**config.mk**
```make
export PLATFORM = sky130hd
export DESIGN_NAME = amp_guard_ctrl
export DESIGN_NICKNAME = d
export VERILOG_FILES = /design/src/rtl/agc_pkg.sv /design/src/rtl/agc_sync.sv /design/src/rtl/agc_fsm.sv /design/src/rtl/agc_outdrv.sv /design/src/rtl/amp_guard_ctrl.sv
export SDC_FILE = /design/constraint.sdc
export NUM_CORES = 1
export LEC_CHECK = 0
export BUFFER_PORTS_ARGS = -buffer_cell sky130_fd_sc_hd__buf_2
export CORE_MARGIN = 1.5
export CORE_UTILIZATION = 60
export CTS_CLUSTER_DIAMETER = 80
export CTS_CLUSTER_SIZE = 20
export DETAILED_ROUTE_END_ITERATION = 10
export PLACE_DENSITY = 0.81
export SLEW_MARGIN = 20
export SYNTH_ARGS = -nofsm -noshare
export SYNTH_HDL_FRONTEND = slang
export SYNTH_HIERARCHICAL = 1
export SYNTH_SLANG_ARGS = --single-unit
```
**constraint.sdc**
```tcl
create_clock -name clk -period 3.3 [get_ports clk]
set_input_delay 0.66 -clock clk [delete_from_list [all_inputs] [get_ports clk]]
set_output_delay 0.66 -clock clk [all_outputs]
set_load 0.05 [all_outputs]
```
**src/rtl/agc_pkg.sv**
```systemverilog
package agc_pkg;

    typedef enum logic [2:0] {
        ST_SLEEP = 3'd0,
        ST_MUTE  = 3'd1,
        ST_PLAY  = 3'd2,
        ST_WARN  = 3'd3,
        ST_QUIET = 3'd4,
        ST_FAULT = 3'd5,
        ST_RETRY = 3'd6
    } agc_state_e;

    typedef enum logic [1:0] {
        CMD_FLOAT = 2'b00,
        CMD_IDLE  = 2'b01,
        CMD_DRIVE = 2'b10
    } chan_cmd_e;

    function automatic chan_cmd_e cmd_of(input agc_state_e st);
        case (st)
            ST_PLAY:                     return CMD_DRIVE;
            ST_MUTE, ST_WARN, ST_QUIET:  return CMD_IDLE;
            default:                     return CMD_FLOAT;
        endcase
    endfunction

endpackage

```
**src/rtl/agc_sync.sv**
```systemverilog
module agc_sync #(
    parameter int W      = 7,
    parameter int STAGES = 2
) (
    input  logic         clk,
    input  logic         rst_n,
    input  logic [W-1:0] raw_i,
    output logic [W-1:0] sync_o
);

    logic [STAGES-1:0][W-1:0] pipe_d, pipe_q;

    always_comb begin
        pipe_d = {pipe_q[STAGES-2:0], raw_i};
    end

    always_ff @(posedge clk or negedge rst_n) begin
        if (!rst_n) pipe_q <= '0;
        else        pipe_q <= pipe_d;
    end

    assign sync_o = pipe_q[STAGES-1];

endmodule

```
**src/rtl/agc_fsm.sv**
```systemverilog
module agc_fsm
    import agc_pkg::*;
#(
    parameter int RETRY_CYC = 20000,
    parameter int QUIET_CYC = 1000
) (
    input  logic       clk,
    input  logic       rst_n,
    input  logic       run_i,
    input  logic       sound_i,
    input  logic       hard_i,
    input  logic       ocp_i,
    input  logic       tw_i,
    output agc_state_e st_o,
    output logic       diag_o
);

    localparam int MAXC = (RETRY_CYC > QUIET_CYC) ? RETRY_CYC : QUIET_CYC;
    localparam int CW   = $clog2(MAXC + 1);
    localparam logic [CW-1:0] RETRY_LD = CW'(RETRY_CYC - 1);
    localparam logic [CW-1:0] QUIET_LD = CW'(QUIET_CYC - 1);
    localparam logic [CW-1:0] CNT_TOP  = CW'(MAXC - 1);

    typedef struct packed {
        agc_state_e    st;
        logic [CW-1:0] cnt;
        logic          diag;
    } fsm_t;

    fsm_t cur_q, nxt_d;
    logic was_float;

    always_comb begin
        nxt_d     = cur_q;
        was_float = (cur_q.st == ST_SLEEP) || (cur_q.st == ST_FAULT) ||
                    (cur_q.st == ST_RETRY);
        if (hard_i) begin
            nxt_d.st  = ST_FAULT;
            nxt_d.cnt = '0;
        end else if (cur_q.st == ST_RETRY && (cur_q.cnt != '0 || ocp_i)) begin
            nxt_d.st  = ST_RETRY;
            nxt_d.cnt = (cur_q.cnt != '0) ? cur_q.cnt - CW'(1) : RETRY_LD;
        end else if (ocp_i && cur_q.st != ST_RETRY) begin
            nxt_d.st  = ST_RETRY;
            nxt_d.cnt = RETRY_LD;
        end else if (!run_i) begin
            nxt_d.st  = ST_SLEEP;
            nxt_d.cnt = '0;
        end else if (tw_i) begin
            nxt_d.st  = ST_WARN;
            nxt_d.cnt = '0;
        end else if (was_float) begin
            nxt_d.st  = ST_QUIET;
            nxt_d.cnt = QUIET_LD;
        end else if (cur_q.st == ST_QUIET && cur_q.cnt != '0) begin
            nxt_d.cnt = cur_q.cnt - CW'(1);
        end else begin
            nxt_d.st  = sound_i ? ST_PLAY : ST_MUTE;
            nxt_d.cnt = '0;
        end
        nxt_d.diag = !(hard_i || ocp_i || tw_i || nxt_d.st == ST_RETRY);
    end

    always_ff @(posedge clk or negedge rst_n) begin
        if (!rst_n) begin
            cur_q.st   <= ST_SLEEP;
            cur_q.cnt  <= '0;
            cur_q.diag <= 1'b1;
        end else begin
            cur_q <= nxt_d;
        end
    end

    assign st_o   = cur_q.st;
    assign diag_o = cur_q.diag;


    fault_float_chk: assert property (@(posedge clk) disable iff (!rst_n)
        hard_i |=> (cur_q.st == ST_FAULT));


    diag_release_chk: assert property (@(posedge clk) disable iff (!rst_n)
        (hard_i || ocp_i || tw_i) |=> !cur_q.diag);


    retry_hold_chk: assert property (@(posedge clk) disable iff (!rst_n)
        (cur_q.st == ST_RETRY && cur_q.cnt != '0 && !hard_i) |=> (cur_q.st == ST_RETRY));


    no_direct_play_chk: assert property (@(posedge clk) disable iff (!rst_n)
        was_float |=> (cur_q.st != ST_PLAY));


    sleep_entry_chk: assert property (@(posedge clk) disable iff (!rst_n)
        (!run_i && !hard_i && !ocp_i && cur_q.st != ST_RETRY) |=> (cur_q.st == ST_SLEEP));


    cnt_range_chk: assert property (@(posedge clk) disable iff (!rst_n)
        cur_q.cnt <= CNT_TOP);

endmodule

```
**src/rtl/agc_outdrv.sv**
```systemverilog
module agc_outdrv
    import agc_pkg::*;
#(
    parameter int NCH = 2
) (
    input  agc_state_e       st_i,
    output logic [2*NCH-1:0] cmd_o
);

    chan_cmd_e shared_cmd;
    assign shared_cmd = cmd_of(st_i);

    for (genvar c = 0; c < NCH; c++) begin : g_ch
        assign cmd_o[2*c +: 2] = shared_cmd;
    end

endmodule

```
**src/rtl/amp_guard_ctrl.sv**
```systemverilog
module amp_guard_ctrl
    import agc_pkg::*;
#(
    parameter int NCH         = 2,
    parameter int SYNC_STAGES = 2,
    parameter int RETRY_CYC   = 20000,
    parameter int QUIET_CYC   = 1000
) (
    input  logic             clk,
    input  logic             rst_n,
    input  logic             run_en,
    input  logic             sound_en,
    input  logic             ov_flag,
    input  logic             uv_flag,
    input  logic             oc_flag,
    input  logic             tw_flag,
    input  logic             tsd_flag,
    output logic [2*NCH-1:0] chan_cmd,
    output logic             diag_drive
);

    localparam int NIN = 7;

    logic [NIN-1:0] raw_vec, syn_vec;
    agc_state_e     st;
    logic           hard_s;

    assign raw_vec = {run_en, sound_en, ov_flag, uv_flag, oc_flag, tw_flag, tsd_flag};
    assign hard_s  = syn_vec[4] | syn_vec[3] | syn_vec[0];

    agc_sync #(.W(NIN), .STAGES(SYNC_STAGES)) u_sync (
        .clk    (clk),
        .rst_n  (rst_n),
        .raw_i  (raw_vec),
        .sync_o (syn_vec)
    );

    agc_fsm #(.RETRY_CYC(RETRY_CYC), .QUIET_CYC(QUIET_CYC)) u_fsm (
        .clk     (clk),
        .rst_n   (rst_n),
        .run_i   (syn_vec[6]),
        .sound_i (syn_vec[5]),
        .hard_i  (hard_s),
        .ocp_i   (syn_vec[2]),
        .tw_i    (syn_vec[1]),
        .st_o    (st),
        .diag_o  (diag_drive)
    );

    agc_outdrv #(.NCH(NCH)) u_out (
        .st_i  (st),
        .cmd_o (chan_cmd)
    );

endmodule

```
# Yosys cells after proc, flatten, opt, wreduce, memory -nomap -nowiden
# Cells that the tools add are included.
# classes
add_sub_neg	1
multipliers	0
n_div	0
order_cmp	0
eq_ne	8
shift	0
n_mux	11
bitwise_logic	2
n_reduce_logical	13
# op_table
op	count
$mux W18	6
$mux W15	2
$reduce_bool A15 Y1	1
$sub A15 B1 Y15 const B	1
$eq A3 B3 Y1 const B	4
$eq A3 B2 Y1 const B	2
$logic_or A1 B1 Y1	6
$pmux W2 S2	1
$eq A3 B1 Y1 const B	1
$logic_and A1 B1 Y1	3
$logic_not A3 Y1	1
$mux W3	1
$ne A3 B3 Y1 const B	1
$reduce_or A3 Y1	1
$mux W2	1
$or A1 B1 Y1	2
$logic_not A1 Y1	1
# word_totals
register_bits	33
latch_bits	0
ramBits	0
romBits	0
inputBits	9
out_inout_bits	5
elab_cells	40
memories	0

# Logic depth before layout (Yosys ltp)
# Gate-level depths: netlist of the first run.
# logic_depth
ltp_word	12
mapped_depth	8
ltp_nobuf	7

# Hierarchy
# The synthesis of the first run kept the hierarchy.
# modules_own_cells
module	instances	cells_each	area_per_inst_um2	seq_area_each_um2
agc_fsm	1	110	1056.0	476.7
agc_sync	1	14	350.3	350.3
agc_outdrv	1	5	41.3	0.0
amp_guard_ctrl	1	1	6.3	0.0

# Worst setup path after synthesis of the first run
# Ideal clock, no wire load.
# synth_path
path_kind	register to output
from	register u_fsm/st_o[0] (netlist name)
to	output port chan_cmd[3]
arrival_time_ns	2.145
required_ns	2.640
setup_slack_ns	0.495
stages_incl_launch_ff	4
path_buffers	2
path_cell_list	dfrtp_1 buf_4 nor3b_1 buf_4
# synth_between
elab_chain_cells	3
elab_cells_between_ends	6
cone_classes	eq/ne: 4; mux: 1; reduce/logical: 1
# synth_lines
item	line	rtl
$eq A3 B3 Y1 (tied with other cells)	agc_pkg.sv:20	case (st)
$reduce_or A3 Y1	agc_pkg.sv:20	
$pmux W2 S2 (*)	agc_pkg.sv:20	
to (decl)	amp_guard_ctrl.sv:18	output logic [2*NCH-1:0] chan_cmd,
# Every way passes the cells marked *; elsewhere a longest branch is shown, timed or not.

==> impl_summary.txt, run 1 <==
----------------------------------------------------
[Outcome]
  Result of the run ... finished clean

[Synth]
  Top-count cell post-synth ... dfrtp_1
  Most used standard cells in the synthesized netlist ... 32 x dfrtp_1, 12 x a21oi_1, 11 x nand2_1, 8 x xnor2_1, 7 x o21ai_0
  Area of the mapped netlist ... 0.00145 mm^2
  Yosys cell types ... 35
  Synth area leader ... dfrtp_1
  Synthesized net count ... 140
  Leading post-synthesis cells by cell area ... dfrtp_1 55%, xnor2_1 4.8%, a21oi_1 4.1%
  Proportion of register bits with asynchronous set or reset after synthesis ... 1.00
  Prevailing post-synth register cell ... dfrtp_1
  Count of flip-flops with a built-in enable after synthesis ... 0
  Synth Register Bits ... 33
  Cell count after synthesis ... 130
  Top cell type's share of synthesized area ... 0.551
  Sequential area share after synthesis ... 0.569
  Warnings, synthesis ... 6
  Syn avg cell area ... 11.2 um^2

[Routing]
  First-pass DRT Iterations ... 4
  DRC violation count after routing ... 0
  First DRT Iteration DRCs ... 20
  Detailed-route wire length per cell ... about 14 um
  Drt via density ... 5.79
  Vias post-DR ... around 1000
  Post-detailed-routing wire length ... 2450 um
  Antenna-violating nets left ... 0

[Timing]
  Achievable clock frequency ... 414 MHz
  Unrepaired setup endpoints after global routing ... false
  Hold Violations, Final ... 0
  Slew @ Worst Pin ... around 700 ps
  Max-Slew Margin vs Limit ... 0.527
  Count of final setup violators ... 0
  Final-report max-slew violation count ... 0
  Setup Skew ... 7.00 ps
  Final critical delay including setup and external delays ... 2420 ps
  Post-route clock period utilization ... 0.733
  Setup Total Neg Slack ... 0 ps

[Placement]
  Detailed-placement wirelength estimate ... 1730 um
  Final estimated routing congestion in global placement ... approximately 0.86
  DP Area ... between 0.0015 and 0.002 mm^2
  Number of I/O port buffers ... 13

[Cells and area]
  Number of nets in the final layout ... 154
  Ratio of cells with drive above 1 in the final layout ... 0.207
  Area added between synthesis and finish ... 10.1%
  Post-layout instance area ... 0.00160 mm^2
  Antenna Cells ... 0

[Die]
  Total I/O pin count ... 14
  Total die area ... 0.00273 mm^2
  Die Span X ... 52.2 um
  Number of cell rows ... 17
  Total core area ... 0.00225 mm^2
  Die Span Y ... around 52 um
  Initial core utilization ... 0.645

[Worst setup path]
  CP Data Required Time ... around 3500 ps
  Crit. End Element ... flop
  Depth of the most critical reg-to-reg path ... 7
  Crit path cell chain ... inv_1, ha_1, nor3b_1, and4_1, o21ai_0, o221ai_1, a21oi_1
  Endpoint of the worst-slack reg-to-reg timing path ... u_fsm/cur_q[3]$_DFF_PN0_
  Critical path class ... flop to flop
  Arrival time of data at the critical path endpoint ... around 2600 ps
  Critical Path Slowest Stage Cell ... nor3b_1
  Worst reg2reg setup slack ... roughly 900 ps
  Critical path fanouts, max ... 7
  Largest stage delay, worst path ... 440 ps
  Launch point of the worst reg-to-reg path ... u_fsm/cur_q[1]$_DFF_PN0_
  Kind of start point of the critical path ... flop

[Global routing]
  Global routing usage on met1 ... 0.258
  Final global-route overflow total ... 0
  Wire length of the first global-routing pass ... 4150 um
  Overall Global Routing Usage ... 0.216
  Fraction of met2 tracks used by global routing ... 0.348
  Met3 Usage GRT ... 0.0686
  Initial antenna violation count ... 0
  Pin count of the biggest net entering global routing ... 34
  Layer carrying the most global-route usage ... met2
  Via count of the first global-routing pass ... 994

[Pwr]
  Power density over cell area ... 525 mW/mm^2
  Static Leakage ... around 0.75 nW
  Worst IR Drop VDD ... 0.000439 V

[Hold path]
  Startpoint of the most critical hold path ... u_sync/pipe_d[12]$_DFF_PN0_
  Path type of the worst min-delay path ... flop to flop
  Capture endpoint of the worst hold path ... u_sync/sync_o[5]$_DFF_PN0_
  Min-Delay Path Depth ... 0

[Run]
  Reported max-cap violation count ... 0

[CTS]
  Max H-tree Level ... 2
  Clock root buffer ... clkbuf_4
  Inserted Clock Buffers ... 5
  Hold bufs inserted after CTS ... 0
  Clock transition at path regs ... about 100 ps
  Setup fix buffers added after clock tree synthesis ... 0
  TritonCTS clock tree ... done
  Worst-skew pair later-pin latency ... 320 ps
  Maximum buffer depth of the clock tree ... 2
  Cts repair resizes ... 0
  Clock sink count ... 33

----------------------------------------------------
layout make-up:
type | instances | area [um^2]
Tap cell | 28 | 35.0
Inverter | 5 | 18.8
Timing Repair Buffer | 13 | 65.1
Multi-Input combinational cell | 86 | 566
Clock inverter | 2 | 37.5
Sequential cell | 33 | 827
Clock buffer | 6 | 51.3
Fill cell | 168 | 654
power breakdown:
part	internal [W]	total (W)	leakage [nW]	switching (W)
Combinational	0.0000389	0.0000972	0.294	0.0000583
Sequential	0.000418	0.000429	0.413	0.0000103
Clock	0.000180	0.000314	0.0445	0.000134
Total	0.000637	0.000840	0.751	0.000203
metrics by stage:
| stage | hold slack [ps] | total power [W] | worst slack, ps | util | instances |
|---|---|---|---|---|---|
| after floorplan | 331 | 0.000510 | 495 | - | 130 |
| after global placement | 332 | 0.000529 | 1120 | 0.670 | 165 |
| after detailed placement | 336 | 0.000533 | 976 | 0.670 | 165 |
| after CTS | 360 | 0.000851 | 955 | 0.710 | 173 |
| after global routing | 365 | 0.000882 | 680 | 0.710 | 173 |
| final | 355 | 0.000840 | 882 | 0.710 | 173 |
critical path: cells and delay by family, from the launching register on:
| family | cells | cell delay (ps) |
|---|---|---|
| flops | 1 | 410 |
| buf+inv | 1 | 70 |
| fa+ha+maj | 1 | 180 |
| simple gates | 2 | 850 |
| compound gates | 3 | 780 |
worst max-delay path by stage:
| stage | from | to | slack [ps] | cells after the start |
|---|---|---|---|---|
| floorplan | u_fsm/st_o[0]$_DFF_PN0_ | chan_cmd[3] | 500 | 3 |
| global placement | u_fsm/cur_q[1]$_DFF_PN0_ | u_fsm/cur_q[3]$_DFF_PN0_ | 1120 | 7 |
| detailed placement | u_fsm/cur_q[1]$_DFF_PN0_ | u_fsm/cur_q[3]$_DFF_PN0_ | 980 | 7 |
| CTS | u_fsm/cur_q[1]$_DFF_PN0_ | u_fsm/cur_q[3]$_DFF_PN0_ | 960 | 7 |
| global route | u_fsm/cur_q[1]$_DFF_PN0_ | u_fsm/cur_q[3]$_DFF_PN0_ | 680 | 7 |
| finish | u_fsm/cur_q[1]$_DFF_PN0_ | u_fsm/cur_q[3]$_DFF_PN0_ | 880 | 7 |
metal layers:
layer | routed length [um] | up-vias
met1 | 1090 | 477
met3 | 136 | 5
met2 | 1190 | 42
met4 | 41 | 0
li1 | - | 477
met5 | 0 | -
sequential cells by signal, summed over array words and instances, names as in the netlist:
name,cells
u_fsm/cur_q,15
u_sync/pipe_d,7
u_sync/sync_o,7
u_fsm/st_o,3
u_fsm/diag_o,1
cells in the final DEF, fill, tap and decap left out, types with 2 or more instances in the layout:
| cell type | instances |
|---|---|
| clkbuf_4 | 5 |
| o21ai_0 | 7 |
| or4_4 | 2 |
| nor3b_1 | 5 |
| nor3_1 | 5 |
| buf_2 | 13 |
| dfrtp_1 | 32 |
| inv_1 | 5 |
| xor2_1 | 4 |
| xnor2_1 | 8 |
| nor2b_1 | 4 |
| nand2b_1 | 2 |
| nor2_1 | 6 |
| a21oi_1 | 12 |
| o22ai_1 | 2 |
| nand2_1 | 11 |
cells by family after synthesis:
| group | after synthesis | synth area share |
|---|---|---|
| compound gates | 29 | 0.124 |
| mux | 2 | 0.0172 |
| simple gates | 42 | 0.167 |
| xor+xnor | 12 | 0.0723 |
| flops | 33 | 0.569 |
| fa+ha+maj | 1 | 0.00860 |
| buf+inv | 11 | 0.0422 |
(Power assumes the default switching activity.)
==> run 2, diff against run 1 <==
CORE_ASPECT_RATIO = 2   (was not set)
CORE_UTILIZATION = 51   (was 60)
PLACE_DENSITY = 0.73   (was 0.81)
clock period = 2 ns   (was 3.3 ns; I/O delays follow)
==> impl_summary.txt, run 2 (synthesis results as in run 1) <==
----------------------------------------------------
[Outcome]
  Result of the run ... finished with violations
  Violated checks ... setup timing

[Worst setup path]
  Launch point of the worst reg-to-reg path ... u_fsm/cur_q[3]$_DFF_PN0_
  Arrival time of data at the critical path endpoint ... 2150 ps (-460 ps)
  Kind of start point of the critical path ... flop
  Cell type with the highest occurrence count on the critical path ... or4_4
  Count of buffering cells on the critical path with inverters included ... 0 (-1)
  Endpoint of the worst-slack reg-to-reg timing path ... u_fsm/cur_q[10]$_DFF_PN0_
  CP Data Required Time ... 2150 ps (-1340 ps)
  CP delay by family, top ... simple AND/OR/NAND/NOR gates
  Crit path cell chain ... or3_4, or4_4, or4_4, xor2_2, a21oi_2
  Crit. End Element ... flop
  Depth of the most critical reg-to-reg path ... 5 (-2)
  Critical path class ... flop to flop
  Critical Path Slowest Stage Cell ... or4_4
  Critical path fanouts, max ... 2 (-5)
  Worst reg2reg setup slack ... -5 ps (-890 ps)
  Largest stage delay, worst path ... 440 ps (about the same)

[Run]
  Reported max-cap violation count ... 0 (unchanged)

[Timing]
  Setup Skew ... 7.94 ps (+0.946 ps)
  Final worst slack ... -5.38 ps (-887 ps)
  Final critical delay including setup and external delays ... 2010 ps (-413 ps)
  Post-route clock period utilization ... 1.00 (+0.270)
  Hold Violations, Final ... 0 (unchanged)
  Setup Total Neg Slack ... -5.38 ps (-5.38 ps)
  Final-report max-slew violation count ... 0 (unchanged)
  Max-Slew Margin vs Limit ... 0.537 (+0.00942)
  Slew @ Worst Pin ... 695 ps (-14.1 ps)
  Count of final setup violators ... 1 (+1)
  Unrepaired setup endpoints after global routing ... true
  Worst Hold Margin ... 161 ps (-195 ps)
  Achievable clock frequency ... 499 MHz (+21%)

[Die]
  Total core area ... 0.00274 mm^2 (+21%)
  Die Span X ... 40.8 um (-22%)
  Total die area ... 0.00320 mm^2 (+17%)
  Number of cell rows ... 27 (+10)
  Die Span Y ... 78.5 um (+50%)
  Initial core utilization ... 0.531 (-0.114)
  Total I/O pin count ... 14 (unchanged)

[Global routing]
  Final global-route overflow total ... 0 (unchanged)
  Wire length of the first global-routing pass ... 4590 um (+10%)
  Initial antenna violation count ... 0 (unchanged)
  Pin count of the biggest net entering global routing ... 34 (unchanged)
  Overall Global Routing Usage ... 0.213 (-0.00266)
  Via count of the first global-routing pass ... 1053 (+5.9%)

[CTS]
  Clock root buffer ... clkbuf_8
  Max H-tree Level ... 2 (unchanged)
  Clock sink count ... 33 (unchanged)
  Hold bufs inserted after CTS ... 0 (unchanged)
  Clock transition at path regs ... 70 ps (-30 ps)
  Inserted Clock Buffers ... 5 (unchanged)
  TritonCTS clock tree ... done
  Worst-skew pair later-pin latency ... 280 ps (-40 ps)
  Setup fix buffers added after clock tree synthesis ... 0 (unchanged)
  Maximum buffer depth of the clock tree ... 2 (unchanged)

[Routing]
  Drt via density ... 5.49 (-5.0%)
  First DRT Iteration DRCs ... 28 (+40%)
  DRC violation count after routing ... 0 (unchanged)
  Antenna-violating nets left ... 0 (unchanged)
  Post-detailed-routing wire length ... 2700 um (+10%)
  First-pass DRT Iterations ... 4 (unchanged)
  Vias post-DR ... 1011 (+1.0%)
  Detailed-route wire length per cell ... 14.7 um (+3.4%)

[Placement]
  DP Area ... 0.00159 mm^2 (+5.4%)
  Final estimated routing congestion in global placement ... 0.815 (-5.2%)
  Detailed-placement wirelength estimate ... 1940 um (+12%)
  Number of I/O port buffers ... 13 (unchanged)
  Pre-CTS setup slack ... -10.1 ps (-986 ps)

[Cells and area]
  Number of nets in the final layout ... 164 (+6.5%)
  Antenna Cells ... 0 (unchanged)
  Top reg by flops ... u_fsm/cur_q
  Ratio of cells with drive above 1 in the final layout ... 0.297 (+0.0899)
  Post-layout instance area ... 0.00173 mm^2 (+8.3%)
  Top library cells by usage in the layout, fill and taps aside ... 32 x dfrtp_1, 13 x buf_2, 12 x a21oi_1
  Fill cell count ... 205 (+22%)
  Number of flip-flops under the largest register name ... 15 (unchanged)
  Area added between synthesis and finish ... 19.2%
  Most common cell after layout, fill and taps aside ... dfrtp_1

[Pwr]
  Power density over cell area ... 809 mW/mm^2 (+54%)
  Total power draw ... 0.00140 W (+67%)
  Static Leakage ... 0.813 nW (+8.3%)
  Worst IR Drop VDD ... 0.000587 V (+34%)

[Hold path]
  Path type of the worst min-delay path ... primary input to async pin

----------------------------------------------------
run 2: worst max-delay path by stage:
stage | startpoint | end | cells after the start | slack [ps]
after floorplan | u_fsm/cur_q[3]$_DFF_PN0_ | u_fsm/cur_q[10]$_DFF_PN0_ | 5 | -9
after global placement | u_fsm/cur_q[1]$_DFF_PN0_ | u_fsm/cur_q[6]$_DFF_PN0_ | 8 | 10
after detailed placement | u_fsm/cur_q[3]$_DFF_PN0_ | u_fsm/cur_q[10]$_DFF_PN0_ | 5 | -10
after CTS | u_fsm/cur_q[3]$_DFF_PN0_ | u_fsm/cur_q[10]$_DFF_PN0_ | 5 | 9
after global routing | u_fsm/cur_q[3]$_DFF_PN0_ | u_fsm/cur_q[10]$_DFF_PN0_ | 5 | -60
final | u_fsm/cur_q[3]$_DFF_PN0_ | u_fsm/cur_q[10]$_DFF_PN0_ | 5 | -5
run 2: routing by layer:
layer / GRT usage / part of all wire
met5: 0 / 0
met4: 0.103 / 0.024
met3: 0.0593 / 0.025
met2: 0.348 / 0.57
met1: 0.237 / 0.38
run 2: metrics by stage:
stage / util / instances
after global placement: 0.582 / 176
after floorplan: - / 130
after global routing: 0.633 / 184
final: 0.633 / 184
after detailed placement: 0.582 / 176
after CTS: 0.622 / 184
run 2: worst register-to-register path, cell delays in order, from the launching register on:
cell	delay (ps)
dfrtp_1	380
or3_4	390
or4_4	420
or4_4	440
xor2_2	180
a21oi_2	70
run 2: report_power, final:
group / internal (W) / total [W] / switching [W]
clock: 0.000280 / 0.000497 / 0.000217
sequential: 0.000691 / 0.000709 / 0.0000173
combinational: 0.0000882 / 0.000196 / 0.000108
run 2: repair_timing:
item | CTS | global route
pin swaps | 0 | 1
endpoints found under the setup margin | 2 | 19
endpoints found under the hold margin | 0 | 0
gates resized for setup | 3 | 6
run 2: layout make-up:
class | count | area (um^2) | share of cell area
clock buffer | 8 | 90.1 | 0.0520
inverter | 5 | 18.8 | 0.0108
multi-input combinational | 86 | 621 | 0.358
sequential | 33 | 827 | 0.477
tap | 29 | 36.3 | 0.0209
timing repair buffer | 23 | 140 | 0.0809
